[src/rtl/flash_irq_pkg.sv]
package flash_irq_pkg;
  localparam int REG_W    = 16;
  localparam int N_IRQ    = 3;
  localparam int N_BUSY   = 4;
  localparam int N_ENG    = 3;
  // field positions in the register
  localparam int FLG_LSB  = 0;
  localparam int STS_BIT  = FLG_LSB + N_IRQ;
  localparam int BUSY_LSB = STS_BIT + 1;
  localparam int EN_LSB   = BUSY_LSB + N_BUSY;
  localparam int CLR_LSB  = EN_LSB + N_IRQ;
  // interrupt indices
  localparam int IRQ_WERR = 0;
  localparam int IRQ_DONE = 1;
  localparam int IRQ_IDLE = 2;
endpackage

[src/rtl/irq_flag_cell.sv]
module irq_flag_cell (
  input  logic clk_i,
  input  logic rst_ni,
  input  logic set_i,
  input  logic clr_i,
  output logic flag_o
);
  logic flag_q;

  always_ff @(posedge clk_i or negedge rst_ni) begin
    if (!rst_ni)    flag_q <= 1'b0;
    else if (set_i) flag_q <= 1'b1;
    else if (clr_i) flag_q <= 1'b0;
  end

  assign flag_o = flag_q;


  set_wins_chk: assert property (@(posedge clk_i) disable iff (!rst_ni)
    set_i |=> flag_o);

  clr_only_chk: assert property (@(posedge clk_i) disable iff (!rst_ni)
    (clr_i && !set_i) |=> !flag_o);

  flag_hold_chk: assert property (@(posedge clk_i) disable iff (!rst_ni)
    (!set_i && !clr_i) |=> $stable(flag_o));
endmodule

[src/rtl/werr_status_cell.sv]
module werr_status_cell (
  input  logic clk_i,
  input  logic rst_ni,
  input  logic load_i,
  input  logic err_i,
  input  logic clr_i,
  output logic sts_o
);
  logic sts_q;

  always_ff @(posedge clk_i or negedge rst_ni) begin
    if (!rst_ni)     sts_q <= 1'b0;
    else if (load_i) sts_q <= err_i;
    else if (clr_i)  sts_q <= 1'b0;
  end

  assign sts_o = sts_q;


  sts_follow_chk: assert property (@(posedge clk_i) disable iff (!rst_ni)
    load_i |=> (sts_o == $past(err_i)));

  sts_clr_chk: assert property (@(posedge clk_i) disable iff (!rst_ni)
    (clr_i && !load_i) |=> !sts_o);
endmodule

[src/rtl/idle_edge_det.sv]
module idle_edge_det #(
  parameter int N_ENG = 3
) (
  input  logic             clk_i,
  input  logic             rst_ni,
  input  logic             done_flag_i,
  input  logic [N_ENG-1:0] eng_busy_i,
  output logic             rise_o
);
  logic cond, prev_q;

  assign cond = done_flag_i && !(|eng_busy_i);

  always_ff @(posedge clk_i or negedge rst_ni) begin
    if (!rst_ni) prev_q <= 1'b0;
    else         prev_q <= cond;
  end

  assign rise_o = cond && !prev_q;


  single_rise_chk: assert property (@(posedge clk_i) disable iff (!rst_ni)
    rise_o |=> !rise_o);

  rise_needs_idle_chk: assert property (@(posedge clk_i) disable iff (!rst_ni)
    rise_o |-> (done_flag_i && eng_busy_i == '0));
endmodule

[src/rtl/flash_irq_stat_reg.sv]
module flash_irq_stat_reg
  import flash_irq_pkg::*;
(
  input  logic             clk_i,
  input  logic             rst_ni,
  input  logic             reg_we_i,
  input  logic [REG_W-1:0] reg_wdata_i,
  output logic [REG_W-1:0] reg_rdata_o,
  input  logic             rdstat_done_i,
  input  logic             rdstat_err_i,
  input  logic             cmd_done_i,
  input  logic             seq_busy_i,
  input  logic             res_busy_i,
  input  logic             ecc_busy_i,
  input  logic             dma_busy_i,
  output logic             irq_o
);
  logic [N_IRQ-1:0]  clr_vec, set_vec, flag, en_q;
  logic [N_BUSY-1:0] busy;
  logic              sts, idle_rise, wdata_unused;

  assign wdata_unused = ^{reg_wdata_i[EN_LSB-1:0], reg_wdata_i[REG_W-1:CLR_LSB+N_IRQ]};

  assign clr_vec = reg_we_i ? reg_wdata_i[CLR_LSB +: N_IRQ] : '0;
  assign busy    = {dma_busy_i, ecc_busy_i, res_busy_i, seq_busy_i};

  assign set_vec[IRQ_WERR] = rdstat_done_i && rdstat_err_i;
  assign set_vec[IRQ_DONE] = cmd_done_i;
  assign set_vec[IRQ_IDLE] = idle_rise;

  for (genvar i = 0; i < N_IRQ; i++) begin : g_flag
    irq_flag_cell u_flag (
      .clk_i  (clk_i),
      .rst_ni (rst_ni),
      .set_i  (set_vec[i]),
      .clr_i  (clr_vec[i]),
      .flag_o (flag[i])
    );
  end

  werr_status_cell u_sts (
    .clk_i  (clk_i),
    .rst_ni (rst_ni),
    .load_i (rdstat_done_i),
    .err_i  (rdstat_err_i),
    .clr_i  (clr_vec[IRQ_WERR]),
    .sts_o  (sts)
  );

  idle_edge_det #(.N_ENG(N_ENG)) u_idle (
    .clk_i       (clk_i),
    .rst_ni      (rst_ni),
    .done_flag_i (flag[IRQ_DONE]),
    .eng_busy_i  ({dma_busy_i, ecc_busy_i, res_busy_i}),
    .rise_o      (idle_rise)
  );

  always_ff @(posedge clk_i or negedge rst_ni) begin
    if (!rst_ni)       en_q <= '0;
    else if (reg_we_i) en_q <= reg_wdata_i[EN_LSB +: N_IRQ];
  end

  assign irq_o = |(flag & en_q);

  always_comb begin
    reg_rdata_o                     = '0;
    reg_rdata_o[FLG_LSB +: N_IRQ]   = flag;
    reg_rdata_o[STS_BIT]            = sts;
    reg_rdata_o[BUSY_LSB +: N_BUSY] = busy;
    reg_rdata_o[EN_LSB +: N_IRQ]    = en_q;
  end


  en_write_chk: assert property (@(posedge clk_i) disable iff (!rst_ni)
    reg_we_i |=> (reg_rdata_o[EN_LSB +: N_IRQ] == $past(reg_wdata_i[EN_LSB +: N_IRQ])));

  masked_quiet_chk: assert property (@(posedge clk_i) disable iff (!rst_ni)
    (reg_rdata_o[EN_LSB +: N_IRQ] == '0) |-> !irq_o);

  clr_reads_zero_chk: assert property (@(posedge clk_i) disable iff (!rst_ni)
    reg_rdata_o[CLR_LSB +: N_IRQ] == '0);
endmodule

[config.mk]
export PLATFORM = sky130hd
export DESIGN_NAME = flash_irq_stat_reg
export DESIGN_NICKNAME = d
export VERILOG_FILES = /design/src/rtl/flash_irq_pkg.sv /design/src/rtl/irq_flag_cell.sv /design/src/rtl/werr_status_cell.sv /design/src/rtl/idle_edge_det.sv /design/src/rtl/flash_irq_stat_reg.sv
export SDC_FILE = /design/constraint.sdc
export NUM_CORES = 1
export LEC_CHECK = 0
export ABC_AREA = 1
export BUFFER_PORTS_ARGS = -buffer_cell sky130_fd_sc_hd__buf_2
export CORE_MARGIN = 2
export CORE_UTILIZATION = 34
export DETAILED_ROUTE_END_ITERATION = 6
export GPL_TIMING_DRIVEN = 0
export PLACE_DENSITY = 0.76
export SYNTH_ARGS = -nofsm -noshare
export SYNTH_HDL_FRONTEND = slang
export SYNTH_SLANG_ARGS = --single-unit
[constraint.sdc]
create_clock -name clk_i -period 1.08 [get_ports clk_i]
set_clock_uncertainty 0.1 [all_clocks]
set_input_delay 0.216 -clock clk_i [delete_from_list [all_inputs] [get_ports clk_i]]
set_output_delay 0.216 -clock clk_i [all_outputs]
set_load 0.02 [all_outputs]
# == Word level (Yosys, flattened, before mapping) ==
# Index checks and enable logic that the tools add are counted.
# op_classes
reduce_logical,11
n_bitwise,1
muxes,8
# ops
op,count
nonzero test 2 bit,4
two-way mux 1 bit,7
OR reduction 3 bit,2
AND 3 bit,1
logical AND 1 bit,3
two-way mux 3 bit,1
logical NOT 1 bit,2
# totals
reg_bits,8
input_bits,26
out_inout_bits,17
wordCells,26

# == Longest topological paths before layout ==
# Gate-level depths: netlist (run 1).
# logic_depth
ltp_word,5
ltp_mapped,4
ltp_nobuf,4

# == By module ==
# From an unflattened synthesis (run 1), not the netlist that was laid out.
# hier_totals
cells_unflattened,63
hier_area_um2,473.0
# modules_own_cells
module,cells_per_inst,seq_area_each_um2,area_each_um2,n_inst
flash_irq_stat_reg,36,75.1,260.2,1
irq_flag_cell,5,25.0,40.0,3
idle_edge_det,7,25.0,52.6,1
werr_status_cell,5,25.0,40.0,1

# == Worst setup path after synthesis (run 1) ==
# OpenSTA, ideal clock, no wires.
# synth_path
path_kind,flip-flop to output port
start,register en_q[1]
end,output irq_o
t_required_ns,0.764
slack_ns,0.044
n_path_buf,0
path_stages_with_launch,3
arrival_ns,0.720
cell_sequence,dfrtp_1 > nand2_1 > nand3_1
# synth_via
elab_chain_len,2
# synth_rtl
element,line,text
start: declaration,flash_irq_stat_reg.sv:18,"logic [N_IRQ-1:0] clr_vec, set_vec, flag, en_q;"
start signal: assignment,flash_irq_stat_reg.sv:60,else if (reg_we_i) en_q <= reg_wdata_i[EN_LSB +: N_IRQ];
AND 3 bit,flash_irq_stat_reg.sv:63,assign irq_o = |(flag & en_q);
OR reduction 3 bit,flash_irq_stat_reg.sv:63,
end: declaration,flash_irq_stat_reg.sv:16,output logic irq_o
# No other way between the ends.

# == Worst setup path after layout (run 1) ==
# layout_path
start,register g_flag[0].u_flag.flag_q
end,output irq_o
# layout_via
elab_chain_len,2
# layout_rtl
element,line,text
start: declaration,irq_flag_cell.sv:8,logic flag_q;
start signal: assignment,irq_flag_cell.sv:11,if (!rst_ni) flag_q <= 1'b0;
start signal: assignment,irq_flag_cell.sv:12,else if (set_i) flag_q <= 1'b1;
start signal: assignment,irq_flag_cell.sv:13,else if (clr_i) flag_q <= 1'b0;
AND 3 bit,flash_irq_stat_reg.sv:63,
OR reduction 3 bit,flash_irq_stat_reg.sv:63,
# No other way between the ends.

==> flow_summary.toml, run 1 <==
[yosys]
synth_top_family_by_area = "buffers and inverters"
yosys-top-cells-count = "nand2_1, buf_4, dfrtp_1"
ys_seq_area_share_pct = 45.1
netlist_area_um2 = 444
ys_warn_count = 0
synth_edf_count = 0
post_synth.cell_area_avg_um2 = 8.38
async_flop_share_pct = 100
yosysMostFrequentCell = "nand2_1"
synth_cells = 53
synth.top_cell.area_share_pct = 45.1
yosys.area_share.adder_pct = 0
synth_flop_cell = "dfrtp_1"
yosys.area.top_type = "dfrtp_1"
synth_compound_gate_area_share_pct = 5.07
ys_ff_latch = 8
synthSimpleGateAreaFrac_pct = 20.3
synth_xor_area_share_pct = 0
synth_mux_area_share_pct = 0
synth.area.top_cells = "dfrtp_1, buf_4, nand2_1"
yosysUniqueCellTypes = 13

[sta]
min_period_ns = 1.26
slew_violations = 0
hold_violations = 0
max_freq_mhz = 792
layout_setup_ws_ns = -0.182
fin_setup_tns_ns = -0.838
post-route-period-util_pct = 117
rsz0062_at_grt = "true"
setup_viol = 8

[final_layout]
final_net_count = 119
syn2layout_area_growth_pct = 63.1
insertedDiodeCount = 0
final_area_um2 = 724
drive_above_1_share_pct = 53.8

[die]
die_w_um = 40.1
core_region_area_um2 = 1250
die_h_um = 40.1
ioPinCount = 43
row_count = 13
initial_core_util_pct = 35.5
die-area_um2 = 1610

[clock_tree]
cts.sinks = 8
clk_pin_slew_ns = 0.05
clkLatencyLatePin_ns = 0.26
cts_tree = "done"
clockBufferDepth = 2
root_buffer = "clkbuf_4"
cts_buffers = 3
cts_htree_levels = 1

[route]
routed_wl_um = 963
dr.pass1.iters = 2
avgRoutedWirePerCell_um = 9.08
drt_iter0_drc = 5
avgViaCountPerCell = 3.91
ant_nets = 0
drc = 0
num_vias = 414

[worst_setup_path]
crit_fanout = 3
criticalPathCategory = "flip-flop to output port"
reg2regPathDepth = 4
startpoint_type = "flip-flop"
worstPathRequired_ns = 0.76
critical_path.endpoint_type = "output port"
crit_arrival_ns = 0.95

[status]
violations = "negative setup slack"
outcome = "finished, violations left"

[global_route]
grt_pass1_wl_um = 1280
gr-usage-all-layers_pct = 13.1
grt_pass1_vias = 319
antenna_found_initial = 0
overflow = 0
grt_max_degree = 10

[pwr]
p_per_area_nw_per_um2 = 1220
power.leakage_nw = 0.428
irDropWorstVdd_mv = 0.382

[placement]
port_buffers = 25
post_dp_cell_area_um2 = 603
gp_congestion = 0.591
hpwl_um = 679

[run]
max_cap_viol_count = 0

[hold_path]
hold_depth = 2
min_path_type = "input pin to flip-flop"
==> state kept, by name (all words and copies together) (netlist names) <==
register	count
g_flag.u_flag.flag_o	3
u_idle.prev_q	1
en_q	3
u_sts.sts_o	1
==> path summary, 6_finish.rpt <==
kind,to,slack (ns),start
worst max-delay path,irq_o,-0.18,g_flag[0].u_flag.flag_o$_DFFE_PN0P_
worst max register to register,u_idle.prev_q$_DFF_PN0_,0.14,g_flag[1].u_flag.flag_o$_DFFE_PN0P_
worst min-delay path,g_flag[1].u_flag.flag_o$_DFFE_PN0P_,0.04,cmd_done_i
min in group asynchronous,en_q[2]$_DFFE_PN0P_,0.23,rst_ni
worst min register to register,g_flag[2].u_flag.flag_o$_DFFE_PN0P_,0.41,g_flag[2].u_flag.flag_o$_DFFE_PN0P_
max in group asynchronous,g_flag[1].u_flag.flag_o$_DFFE_PN0P_,0.48,rst_ni
==> worst max-delay path, cell delays in order, from the launching register on <==
cell and delay [ns]:
dfrtp_1 0.39, nand2_1 0.09, nand3_2 0.08, buf_6 0.13
==> report_power, final <==
group / leakage [nW] / switching (mW) / internal (mW)
Sequential: 0.0965 / 0.0182 / 0.327
Clock: 0.0138 / 0.108 / 0.128
Combinational: 0.318 / 0.140 / 0.162
==> repair_timing <==
| action | 4_1_cts | 5_1_grt |
|---|---|---|
| setup buffers | 5 | 1 |
| hold buffers | 1 | 0 |
| pin swaps | 1 | 1 |
| hold endpoints to repair | 8 | 0 |
| gates cloned | 0 | 0 |
| endpoints found under the setup margin | 8 | 8 |
| resized for setup | 14 | 2 |
==> cells in the final DEF, fill, tap and decap left out, drive strengths merged <==
| cell | netlist | routed |
|---|---|---|
| dlygate4sd3 | 0 | 1 |
| and2 | 1 | 1 |
| nand3b | 1 | 1 |
| inv | 5 | 5 |
| nand2 | 15 | 15 |
| nand3 | 2 | 2 |
| clkbuf | 0 | 3 |
| conb | 1 | 5 |
| buf | 14 | 44 |
| nor2 | 2 | 2 |
| a21o | 1 | 1 |
| o21ai | 3 | 3 |
| dfrtp | 8 | 8 |
==> cells by family after synthesis <==
kind of cell / after synthesis
buffers and inverters: 19
DFF: 8
and+or+nand+nor: 21
AOI/OAI and AO/OA: 4
other: 1
==> per-stage QoR <==
step	utilization [%]	setup slack, ns	power (mW)	hold WS [ns]	instances
after floorplan	-	0.0438	0.504	-0.180	57
after global routing	57.8	-0.212	0.926	0.0634	106
after CTS	56.7	-0.174	0.869	0.0463	105
final	57.8	-0.182	0.883	0.0391	106
after detailed placement	48.2	0.0731	0.581	-0.0320	97
after global placement	48.2	0.0794	0.577	-0.0380	97
==> metal layers <==
| metal | vias to the layer above | wire [µm] | track usage [%] |
|---|---|---|---|
| met2 | 25 | 498 | 22.6 |
| met4 | 0 | 28 | 12.9 |
| met3 | 3 | 99 | 3.33 |
| li1 | 220 | - | - |
| met5 | - | 0 | 0 |
| met1 | 166 | 336 | 12.3 |
==> cell type report <==
cell class	instances	area, µm²
Fill cell	113	528
Timing Repair Buffer	32	226
Sequential cell	8	200
Multi-Input combinational cell	30	136
Buffer	13	101
Clock buffer	3	22.5
Inverter	5	18.8
Tap cell	15	18.8
Note: power is estimated with default switching activity, not from simulation.
==> run 2: changes to the inputs <==
--- a/config.mk
+++ b/config.mk
@@ -7,11 +7,12 @@
 export LEC_CHECK = 0
 export ABC_AREA = 1
 export BUFFER_PORTS_ARGS = -buffer_cell sky130_fd_sc_hd__buf_2
-export CORE_MARGIN = 2
-export CORE_UTILIZATION = 34
+export CORE_AREA = 2 2 39 41
+export CTS_BUF_LIST = sky130_fd_sc_hd__clkbuf_8
 export DETAILED_ROUTE_END_ITERATION = 6
+export DIE_AREA = 0 0 41 43
 export GPL_TIMING_DRIVEN = 0
-export PLACE_DENSITY = 0.76
+export PLACE_DENSITY = 0.75
 export SYNTH_ARGS = -nofsm -noshare
 export SYNTH_HDL_FRONTEND = slang
 export SYNTH_SLANG_ARGS = --single-unit
==> run 2 against run 1 <==
Combinational power decreased by 6.9%. Largest power group unchanged. Fmax grew 2.4%. Critical path type unchanged. The flow still finishes with violations (negative setup slack). Core utilization down 5.9 points. Flip-flop and latch count is the same.
==> flow_summary.toml, run 2 (synthesis gave the netlist of run 1 again) <==
[status]
outcome = "finished, violations left"
violations = "negative setup slack"

[final_layout]
stdcell_count = 103
fillers = 138
syn2layout_area_growth_pct = 61.7
layout_commonest_cell = "buf_2"
insertedDiodeCount = 0
final_util_pct = 51.9
drive_above_1_share_pct = 52.9
final_net_count = 115
mostFrequentLayoutCells = "buf_2, nand2_1, buf_4"

[sta]
min_period_ns = 1.23
hold_violations = 0
max_freq_mhz = 811
layout_setup_ws_ns = -0.152
rsz0062_at_grt = "true"
setup_viol = 6
hold_ws_ns = 0.0751
post-route-period-util_pct = 114
slew_violations = 0

[die]
die-area_um2 = 1760
die_h_um = 43
ioPinCount = 43
die_w_um = 41
row_count = 14
initial_core_util_pct = 32.1
core_region_area_um2 = 1380

[clock_tree]
clockBufferDepth = 2
cts_buffers = 3
cts_tree = "done"
clkLatencyLatePin_ns = 0.22
cts.sinks = 8
clk_pin_slew_ns = 0.04
cts_htree_levels = 1
root_buffer = "clkbuf_8"

[worst_setup_path]
worstPathRequired_ns = 0.76
criticalPathCategory = "flip-flop to output port"
crit_family = "flip-flops"
crit_arrival_ns = 0.92
rrSetupSlack_ns = 0.24
critical_path.cell_chain = "nand2_2 -> nand3_2 -> buf_6"
critPathBufInv = 1
cpMaxStageDelayCell = "dfrtp_1"
crit_fanout = 3
cpPeakStageDelay_ns = 0.40
critical_path.endpoint_type = "output port"
startpoint_type = "flip-flop"

[route]
drt_iter0_drc = 1
drc = 0
dr.pass1.iters = 2
ant_nets = 0
num_vias = 400
routed_wl_um = 868
avgRoutedWirePerCell_um = 8.43
avgViaCountPerCell = 3.88

[pwr]
power.total_mw = 0.973
irDropWorstVdd_mv = 0.609
power.leakage_nw = 0.418
p_per_area_nw_per_um2 = 1350

[global_route]
grt_pass1_vias = 371
antenna_found_initial = 0
grt_pass1_wl_um = 1360
grt_max_degree = 10
overflow = 0
gr-usage-all-layers_pct = 11.4

[placement]
gp_congestion = 0.572
port_buffers = 25
dp_cells = 98
place_ws_ns = 0.0713
hpwl_um = 719

[run]
max_cap_viol_count = 0

[hold_path]
min_path_type = "input pin to flip-flop"
## run 2: cell types whose count changed in the layout (fill, tap and decap cells not counted), sizes merged
cell  delta
buf      -4
## run 2: path summary, 6_finish.rpt
| kind | startpoint | endpoint | cells after the start |
|---|---|---|---|
| worst max-delay path | en_q[2]$_DFFE_PN0P_ | irq_o | 3 |
| worst min-delay path | cmd_done_i | g_flag[1].u_flag.flag_o$_DFFE_PN0P_ | 2 |
| worst min register to register | u_idle.prev_q$_DFF_PN0_ | g_flag[2].u_flag.flag_o$_DFFE_PN0P_ | 3 |
| max in group asynchronous | rst_ni | g_flag[0].u_flag.flag_o$_DFFE_PN0P_ | 2 |
| min in group asynchronous | rst_ni | en_q[2]$_DFFE_PN0P_ | 2 |
| worst max register to register | g_flag[1].u_flag.flag_o$_DFFE_PN0P_ | u_idle.prev_q$_DFF_PN0_ | 3 |
## run 2: final cells by class
| type | count | area (µm²) | area share (%) |
|---|---|---|---|
| well taps | 16 | 20.0 | 2.79 |
| plain buffers | 13 | 105 | 14.6 |
| flip-flops and latches | 8 | 200 | 27.9 |
| repair buffers | 28 | 194 | 27.0 |
| multi-input cells | 30 | 139 | 19.3 |
| clock buffers | 3 | 41.3 | 5.75 |
| inverters | 5 | 18.8 | 2.61 |
## run 2: routing by layer
layer	vias up	track usage [%]	share of wire [%]
met4	0	6.00	0
met3	0	3.14	10
met2	22	19.1	51
met1	167	12.0	39
li1	211	-	-
met5	-	0	0
## run 2: worst register-to-register path, stage by stage, from the launching register on
cell	delay, ns
dfrtp_1	0.39
inv_1	0.06
nor2_1	0.04
and2_1	0.13
## run 2: timing repair
action | 4_1_cts | 5_1_grt
cloned | 0 | 0
endpoints found under the hold margin | 8 | 0
setup buffers | 2 | 0
pin swaps | 2 | 1
resized for setup | 16 | 1
setup endpoints to repair | 8 | 7
hold buffers | 1 | 0
## run 2: report_power, final
group	switching [mW]	internal (mW)
Combinational	0.133	0.149
Clock	0.100	0.240
Sequential	0.0232	0.328
## run 2: stage by stage
step	instance area [µm²]	setup TNS [ns]
floorplan	459	0
global placement	604	0
detailed placement	604	0
CTS	716	-0.489
global route	718	-0.655
finish	718	-0.472
==> run 3: changes to the inputs <==
--- a/config.mk
+++ b/config.mk
@@ -7,10 +7,10 @@
 export LEC_CHECK = 0
 export ABC_AREA = 1
 export BUFFER_PORTS_ARGS = -buffer_cell sky130_fd_sc_hd__buf_2
-export CORE_AREA = 2 2 39 41
+export CORE_AREA = 8 8 45 47
 export CTS_BUF_LIST = sky130_fd_sc_hd__clkbuf_8
 export DETAILED_ROUTE_END_ITERATION = 6
-export DIE_AREA = 0 0 41 43
+export DIE_AREA = 0 0 53 55
 export GPL_TIMING_DRIVEN = 0
 export PLACE_DENSITY = 0.75
 export SYNTH_ARGS = -nofsm -noshare
==> run 3 against run 2 <==
The flow still finishes with violations (negative setup slack). Global-route usage fell by 3.4 points. Wire length rose by 36%. Non-clock buffer count rose by 4. Clock power up 2%. Total power increased by 4.6%. Worst hold slack worse by 0.00058 ns. Critical path type unchanged. Largest power group unchanged. Highest routed layer unchanged.
==> flow_summary.toml, run 3 (synthesis gave the netlist of run 1 again) <==
[sta]
min_period_ns = 1.25
slew_violations = 0
setup_viol = 7
post-route-period-util_pct = 116
layout_setup_ws_ns = -0.168
rsz0062_at_grt = "true"
hold_violations = 0
max_freq_mhz = 801

[route]
drc = 0
avgViaCountPerCell = 3.91
routed_wl_um = 1180
dr.pass1.iters = 2
drt_iter0_drc = 7
ant_nets = 0
avgRoutedWirePerCell_um = 11.0
num_vias = 418

[global_route]
overflow = 0
antenna_found_initial = 0
grt_pass1_vias = 411
gr-usage-all-layers_pct = 7.98
grt_pass1_wl_um = 1680
grt_max_degree = 10

[final_layout]
final_net_count = 119
syn2layout_area_growth_pct = 71.8
insertedDiodeCount = 0
final_util_pct = 55.2
stdcell_count = 107
drive_above_1_share_pct = 57.1
layout_commonest_cell = "buf_2"
mostFrequentLayoutCells = "buf_2, buf_4, buf_6, nand2_1, dfrtp_1"

[die]
ioPinCount = 43
die_w_um = 53
core_region_area_um2 = 1380
initial_core_util_pct = 32.1
row_count = 14
die-area_um2 = 2920
die_h_um = 55

[hold_path]
min_path_type = "input pin to flip-flop"
hold_depth = 2

[clock_tree]
cts_htree_levels = 1
clk_pin_slew_ns = 0.04
root_buffer = "clkbuf_8"
cts_buffers = 3
clkLatencyLatePin_ns = 0.22
cts_tree = "done"
cts.sinks = 8
clockBufferDepth = 2

[worst_setup_path]
cpMaxStageDelayCell = "dfrtp_1"
crit_fanout = 3
critical_path.endpoint_type = "output port"
startpoint_type = "flip-flop"
reg2regPathDepth = 4
critical_path.cell_chain = "nand2_2 -> nand3_2 -> buf_6"
worstPathRequired_ns = 0.76
crit_family = "flip-flops"
cpPeakStageDelay_ns = 0.40
criticalPathCategory = "flip-flop to output port"
crit_arrival_ns = 0.93
critPathBufInv = 1
cp.depth = 3

[placement]
gp_congestion = 0.734
hpwl_um = 889
dp_cells = 98
port_buffers = 25

[pwr]
p_per_area_nw_per_um2 = 1330
irDropWorstVdd_mv = 0.685
power.total_mw = 1.02
power.leakage_nw = 0.441

[status]
outcome = "finished, violations left"
violations = "negative setup slack"

[run]
max_cap_viol_count = 0
## run 3: final cells by class
class	instances	area (µm²)
fillers	126	621
repair buffers	32	234
flip-flops and latches	8	200
multi-input cells	30	144
plain buffers	13	105
clock buffers	3	41.3
well taps	16	20.0
inverters	5	18.8
## run 3: path summary, 6_finish.rpt
kind	startpoint	end	slack [ns]
setup / recovery	g_flag[2].u_flag.flag_o$_DFFE_PN0P_	irq_o	-0.17
hold / removal	cmd_done_i	g_flag[1].u_flag.flag_o$_DFFE_PN0P_	0.07
setup reg to reg	g_flag[1].u_flag.flag_o$_DFFE_PN0P_	g_flag[2].u_flag.flag_o$_DFFE_PN0P_	0.20
hold reg to reg	u_idle.prev_q$_DFF_PN0_	g_flag[2].u_flag.flag_o$_DFFE_PN0P_	0.42
max in group asynchronous	rst_ni	g_flag[1].u_flag.flag_o$_DFFE_PN0P_	0.44
min in group asynchronous	rst_ni	g_flag[2].u_flag.flag_o$_DFFE_PN0P_	0.28
## run 3: repair_timing
| action | CTS | global route |
|---|---|---|
| pin swaps | 2 | 1 |
| resized for setup | 16 | 6 |
| gates cloned | 0 | 0 |
| endpoints found under the hold margin | 8 | 0 |
| hold buffers | 1 | 0 |
| endpoints found under the setup margin | 8 | 7 |
| buffers inserted | 1 | 5 |
## run 3: power breakdown
part           switching (mW)  leakage [nW]  internal, mW
logic                   0.144         0.323         0.174
registers              0.0254        0.0965         0.328
clock network           0.106        0.0216         0.240
total                   0.275         0.441         0.743
## run 3: layer usage
| layer | global-route usage [%] | routed length, µm | part of all wire [%] |
|---|---|---|---|
| met5 | 0 | 0 | 0 |
| met4 | 5.17 | 0 | 0 |
| met3 | 3.21 | 140 | 12 |
| met2 | 12.9 | 589 | 50 |
| met1 | 8.54 | 447 | 38 |
## run 3: worst register-to-register path: cells and delay by family, from the launching register on
family / cells / cell delay, ns
buffers and inverters: 1 / 0.05
DFF: 1 / 0.39
and+or+nand+nor: 3 / 0.28
## run 3: stage by stage
| step | setup slack [ns] | TNS, ns | hold slack [ns] | instance area (µm²) |
|---|---|---|---|---|
| after global placement | 0.0821 | 0 | -0.0376 | 604 |
| after floorplan | 0.0438 | 0 | -0.180 | 459 |
| after detailed placement | 0.0694 | 0 | -0.0330 | 604 |
| after global routing | -0.208 | -0.908 | 0.0836 | 763 |
| after CTS | -0.163 | -0.534 | 0.0703 | 708 |
| final | -0.168 | -0.745 | 0.0745 | 763 |
